### src/rtl/irq_bank_aggr.sv
module irq_bank_aggr #(
  parameter int N_CPU   = 2,
  parameter int N_WORDS = 2,
  parameter int ADDR_W  = 8
) (
  input  logic                  clk,
  input  logic                  rst_n,
  input  logic [32*N_WORDS-1:0] src,
  input  logic                  wr_en,
  input  logic                  rd_en,
  input  logic [ADDR_W-1:0]     addr,
  input  logic [31:0]           wdata,
  output logic [31:0]           rdata,
  output logic [N_CPU-1:0]      irq_out
);
  localparam int SRC_W     = 32 * N_WORDS;
  localparam int WIN_WORDS = 2 * N_WORDS;
  localparam int MAP_WORDS = N_CPU * WIN_WORDS;

  logic [SRC_W-1:0] sync1_q, sync2_q;
  logic [31:0]      en_q    [N_CPU][N_WORDS];
  logic [31:0]      st_word [N_WORDS];
  logic [N_WORDS-1:0] en_hit [N_CPU];
  logic [N_CPU-1:0] pend;
  logic [31:0]      rd_mux;
  logic             aligned, mapped, is_st;
  int unsigned      wi, cpu_i, slot_i, word_i;

  always_ff @(posedge clk or negedge rst_n)
    if (!rst_n) begin
      sync1_q <= '0;
      sync2_q <= '0;
    end else begin
      sync1_q <= src;
      sync2_q <= sync1_q;
    end

  for (genvar i = 0; i < N_WORDS; i++) begin : g_st
    assign st_word[i] = sync2_q[(N_WORDS-1-i)*32 +: 32];
  end

  assign aligned = (addr[1:0] == 2'b00);

  always_comb begin
    wi     = 32'(addr[ADDR_W-1:2]);
    cpu_i  = wi / WIN_WORDS;
    slot_i = wi % WIN_WORDS;
    mapped = aligned && (wi < MAP_WORDS);
    is_st  = mapped && (slot_i >= N_WORDS);
    word_i = is_st ? slot_i - N_WORDS : slot_i;
    for (int c = 0; c < N_CPU; c++)
      for (int i = 0; i < N_WORDS; i++)
        en_hit[c][i] = mapped && !is_st && (cpu_i == c) && (word_i == i);
  end

  always_ff @(posedge clk or negedge rst_n)
    if (!rst_n) begin
      for (int c = 0; c < N_CPU; c++)
        for (int i = 0; i < N_WORDS; i++)
          en_q[c][i] <= '0;
    end else if (wr_en) begin
      for (int c = 0; c < N_CPU; c++)
        for (int i = 0; i < N_WORDS; i++)
          if (en_hit[c][i]) en_q[c][i] <= wdata;
    end

  always_comb begin
    rd_mux = '0;
    for (int c = 0; c < N_CPU; c++)
      for (int i = 0; i < N_WORDS; i++)
        if (en_hit[c][i]) rd_mux = en_q[c][i];
    for (int i = 0; i < N_WORDS; i++)
      if (is_st && word_i == i) rd_mux = st_word[i];
  end

  always_ff @(posedge clk or negedge rst_n)
    if (!rst_n)     rdata <= '0;
    else if (rd_en) rdata <= rd_mux;

  always_comb
    for (int c = 0; c < N_CPU; c++) begin
      pend[c] = 1'b0;
      for (int i = 0; i < N_WORDS; i++)
        pend[c] = pend[c] | (|(en_q[c][i] & st_word[i]));
    end

  always_ff @(posedge clk or negedge rst_n)
    if (!rst_n) irq_out <= '0;
    else        irq_out <= pend;

  p_rdata_hold_r9: assert property (@(posedge clk) disable iff (!rst_n)
    !rd_en |=> $stable(rdata));

  p_unmapped_zero_r8: assert property (@(posedge clk) disable iff (!rst_n)
    (rd_en && !mapped) |=> (rdata == 32'd0));

  p_status_sync_r5: assert property (@(posedge clk) disable iff (!rst_n)
    1'b1 |=> (sync2_q == $past(sync1_q)));

  for (genvar c = 0; c < N_CPU; c++) begin : g_chk
    p_quiet_when_disabled_r7: assert property (@(posedge clk) disable iff (!rst_n)
      (pend[c] == 1'b0) |=> !irq_out[c]);
    for (genvar i = 0; i < N_WORDS; i++) begin : g_w
      p_enable_write_r4: assert property (@(posedge clk) disable iff (!rst_n)
        (wr_en && en_hit[c][i]) |=> (en_q[c][i] == $past(wdata)));
      p_status_ro_r5: assert property (@(posedge clk) disable iff (!rst_n)
        (wr_en && !en_hit[c][i]) |=> $stable(en_q[c][i]));
    end
  end
endmodule

### config.mk
export PLATFORM = sky130hd
export DESIGN_NAME = irq_bank_aggr
export DESIGN_NICKNAME = d
export VERILOG_FILES = /design/src/rtl/irq_bank_aggr.sv
export SDC_FILE = /design/constraint.sdc
export NUM_CORES = 1
export LEC_CHECK = 0
export CAP_MARGIN = 20
export CORE_MARGIN = 10
export CORE_UTILIZATION = 43
export CTS_BUF_LIST = sky130_fd_sc_hd__clkbuf_16
export DETAILED_ROUTE_END_ITERATION = 12
export RECOVER_POWER = 25
export SLEW_MARGIN = 20
export SYNTH_ARGS = -nofsm -noshare
export SYNTH_HDL_FRONTEND = slang
export SYNTH_SLANG_ARGS = --single-unit
### constraint.sdc
create_clock -name clk -period 1.86 [get_ports clk]
set_input_delay 0.279 -clock clk [delete_from_list [all_inputs] [get_ports clk]]
set_output_delay 0.279 -clock clk [all_outputs]
set_load 0.02 [all_outputs]
==> run summary <==
The flow ran to the end, but the final reports show violations. The final reports fail on negative setup slack. For this design the static power due to leakage is 7.343 nW.

The wire length of the first global-routing pass is 56.80 mm. Setup violations remaining at the end of the flow were counted as 2. The initial utilization of the core area, before any placement, comes to 0.4377. For this run, the post-layout net count is 1214. The TritonCTS clock tree is yes. For this design the ratio of total power to cell area is 897.4 mW/mm2.

The library cells used most frequently in the layout, excluding fill and tap cells, are sky130_fd_sc_hd__dfrtp_1 (283), sky130_fd_sc_hd__mux2_2 (112), sky130_fd_sc_hd__buf_4 (108), sky130_fd_sc_hd__dlygate4sd3_1 (65), sky130_fd_sc_hd__clkdlybuf4s50_1 (51). The tree is rooted in a sky130_fd_sc_hd__clkbuf_16. The library cell used most frequently in the layout, excluding fill and tap cells, is sky130_fd_sc_hd__dfrtp_1. The worst setup path is of the reg -> reg kind.

sky130_fd_sc_hd__dfrtp_1 takes more of the synthesized area than any other cell. The worst hold slack came out at 179.3 ps. The via count came out at 8528. The share of cell area taken by muxes after synthesis came out at 0.1325. Setup repair after global routing could not meet its margin everywhere.

The minimum clock period after layout came out at 1887 ps. The switching power is 3.445 mW. The pre-CTS worst setup slack is -864.3 ps. The final wirelength is 38.06 mm. The Yosys warning count is 0. The post-route standard cell area excluding fillers came out at 0.01586 mm2.

The transition time at the pin with the least slew margin came out at 434.0 ps. The final worst setup slack came out at -27.00 ps. The number of routed nets with antenna violations came out at 0. The number of standard cells in the layout, taps in and fillers out came out at 1465. The floorplan step set the die height to 182.9 um.

Dividing the detail-routed via count by the number of cells gives 5.821. The insertion delay to the later sink of the worst-skew pair came out at 580 ps. The area of the die is 0.03344 mm2. The total core area came out at 0.02606 mm2. The arrival time of the worst setup path is 2320 ps. The worst setup path is launched from a flop. In this run the worst hold path is classified as in -> async. The instance count of the mapped netlist is 847. The clock sink count is 290. The synthesis-to-finish area growth is 39.02%. The post-synthesis compound-gate area fraction came out at 0.1377.

The final RePlAce weighted congestion is 0.9795. The final HPWL from detailed placement is 27.03 mm. STA classifies the critical path endpoint as a flop.

The number of design rule violations left after detail routing is 0. Global routing finished with a remaining overflow of 0. The number of DRC markers after the initial detailed-route iteration is 852. Of the total power, the share spent switching nets is 0.2421. The via count of the first global-routing pass came out at 8766. The area of the mapped netlist came out at 0.01141 mm2.

The flip-flop and latch count after synthesis came out at 290. The initial antenna violation count came out at 0. The cell-internal power came out at 10.78 mW. The max-slew violation count was 0.

Synthesis produced a netlist with a net count of 956. The max-capacitance violation count is 0. The pin count of the biggest net entering global routing is 75. The fraction of synthesized cell area in xor and xnor cells came out at 0. The simple logic cell fraction of the synthesized area is 0.06900. The number of endpoints with negative hold slack in the final report is 0.

The main combinational cell family by area after synthesis is compound AO/OA/AOI/OAI gates. The share of total power dissipated in sequential elements is 0.477. The netlist uses 41 different library cells.

The first detailed-routing pass took 5 iterations. The horizontal die dimension came out at 182.9 um. The aggregate global-route resource usage is 0.2229. The fraction of post-synthesis cell area in the top cell type by area is 0.6362. The share of total power dissipated in combinational logic is 0.085.

The routed wire length per instance is 25.98 um. The worst-case headroom to the max-slew limit came out at 0.7107. The maximum level of the CTS H-tree is 1.

In the final layout, the share of cells above drive strength 1 is 0.3646. The upper clock frequency limit came out at 0.5299 GHz. The clock passes through at most 3 buffers. The antenna diode instance count came out at 0. The required time of the worst setup path came out at 2300 ps. Sorting the synthesized cells by area gives the leading types as sky130_fd_sc_hd__dfrtp_1 (64%), sky130_fd_sc_hd__mux2_2 (12%), sky130_fd_sc_hd__a21oi_1 (2.8%), sky130_fd_sc_hd__a221oi_1 (2.5%), sky130_fd_sc_hd__a22o_1 (2.5%).

In this run the worst path has a maximum fanout of 3. The total clock buffers created by CTS is 31. After clock tree synthesis, the clock-pin slew on the worst setup and hold paths is 60 ps.

The share of the Yosys chip area taken by registers is 0.6362. The placement-stage cell area came out at 0.01447 mm2. The final cycle utilization of the critical path is 1.015. Of the total synthesized cell area, the portion taken by full adders, half adders and majority gates is 0.001097. For the final database, setup skew stands at 20.96 ps. The number of rows created at floorplan is 59. The mean cell area of the mapped netlist is 13.47 um2. The worst-case vdd ir drop is 768.5 uV. The total I/O pin count came out at 142.

The power share of the clock group came out at 0.438. The number of port buffers came out at 141. Including well taps, the total number of placed cells is 1398.
Yosys cell counts (all sizes together):
master / instances
a211oi: 25
a21oi: 63
a221oi: 32
a22o: 32
a31oi: 6
and2: 3
and3: 4
and4: 1
and4b: 1
buf: 26
clkbuf: 24
clkinv: 1
dfrtp: 290
ha: 1
inv: 2
mux2: 128
mux2i: 7
nand2: 5
nand3: 5
nand3b: 1
nand4: 9
nor2: 39
nor2b: 38
nor3: 14
nor3b: 1
nor4: 14
o211ai: 7
o21ai: 21
o221a: 1
o22ai: 18
o31ai: 25
or2: 1
or4: 2
stage by stage:
step,power [mW],utilization,setup TNS [ps]
after floorplan,7.160,-,-7042
after global placement,8.040,0.5553,-112280
after detailed placement,8.044,0.5553,-116350
after CTS,14.35,0.6034,-3.951
after global routing,14.72,0.6085,-294.8
final,14.23,0.6085,-50.04
cell type report:
type                            count  area [um2]
Clock buffer                       31       775.7
Clock inverter                     27       266.5
Fill cell                        2060       10200
Inverter                            3       11.26
Multi-Input combinational cell    504        4394
Sequential cell                   290        7266
Tap cell                          335       419.2
Timing Repair Buffer              275        2724
path summary, 6_finish.rpt:
check | startpoint | end | slack (ps) | cells after the start
hold / removal | rst_n | en_q[10]$_DFFE_PN0P_ | 180 | 2
max in group asynchronous | rst_n | st_word[27]$_DFF_PN0_ | 990 | 3
setup / recovery | st_word[5]$_DFF_PN0_ | irq_out[1]$_DFF_PN0_ | -30 | 6
hold reg to reg | sync1_q[24]$_DFF_PN0_ | st_word[24]$_DFF_PN0_ | 340 | 0
min in group clk | rd_en | rdata[2]$_DFFE_PN0P_ | 220 | 3
setup reg to reg | st_word[5]$_DFF_PN0_ | irq_out[1]$_DFF_PN0_ | -30 | 6
routing by layer:
layer	track usage	up-vias	share of wire
li1	-	3704	-
met1	0.3052	4367	0.42
met2	0.3478	388	0.46
met3	0.04665	69	0.085
met4	0.07360	0	0.028
met5	0	-	0
state kept, by name (all words and copies together), names as in the netlist:
register,count
rdata,32
sync1_q,64
st_word,64
en_q,128
irq_out,2
power groups by stage:
stage | combinational (mW) | sequential, mW | clock, mW
floorplan | 0.326 | 6.83 | 0
global placement | 1.16 | 6.88 | 0
global route | 1.29 | 6.80 | 6.63
CTS | 1.22 | 6.78 | 6.34
detailed placement | 1.16 | 6.89 | 0
finish | 1.21 | 6.79 | 6.23
critical path, stage by stage, from the launching register on:
cell and delay, ps:
sky130_fd_sc_hd__dfrtp_2 450, sky130_fd_sc_hd__buf_4 150, sky130_fd_sc_hd__a22o_1 210, sky130_fd_sc_hd__a221oi_2 190, sky130_fd_sc_hd__buf_4 160, sky130_fd_sc_hd__nand4_1 110
sky130_fd_sc_hd__or4_4 480
cell families (layout without fill, tap and decap cells):
logic type / after synthesis / after routing
and+or+nand+nor: 138 / 138
buffers and inverters: 53 / 336
muxes: 135 / 135
DFF: 290 / 290
adders and majority gates: 1 / 1
AOI/OAI and AO/OA: 230 / 230
repair_timing:
| item | 4_1_cts | 5_1_grt |
|---|---|---|
| hold buffers | 1 | 0 |
| gates resized for setup | 55 | 25 |
| setup endpoints to repair | 174 | 56 |
| pin swaps | 17 | 18 |
| gates cloned | 1 | 0 |
| buffers inserted | 5 | 2 |
| endpoints found under the hold margin | 290 | 0 |
No activity file was read; power rests on OpenSTA's default activity.
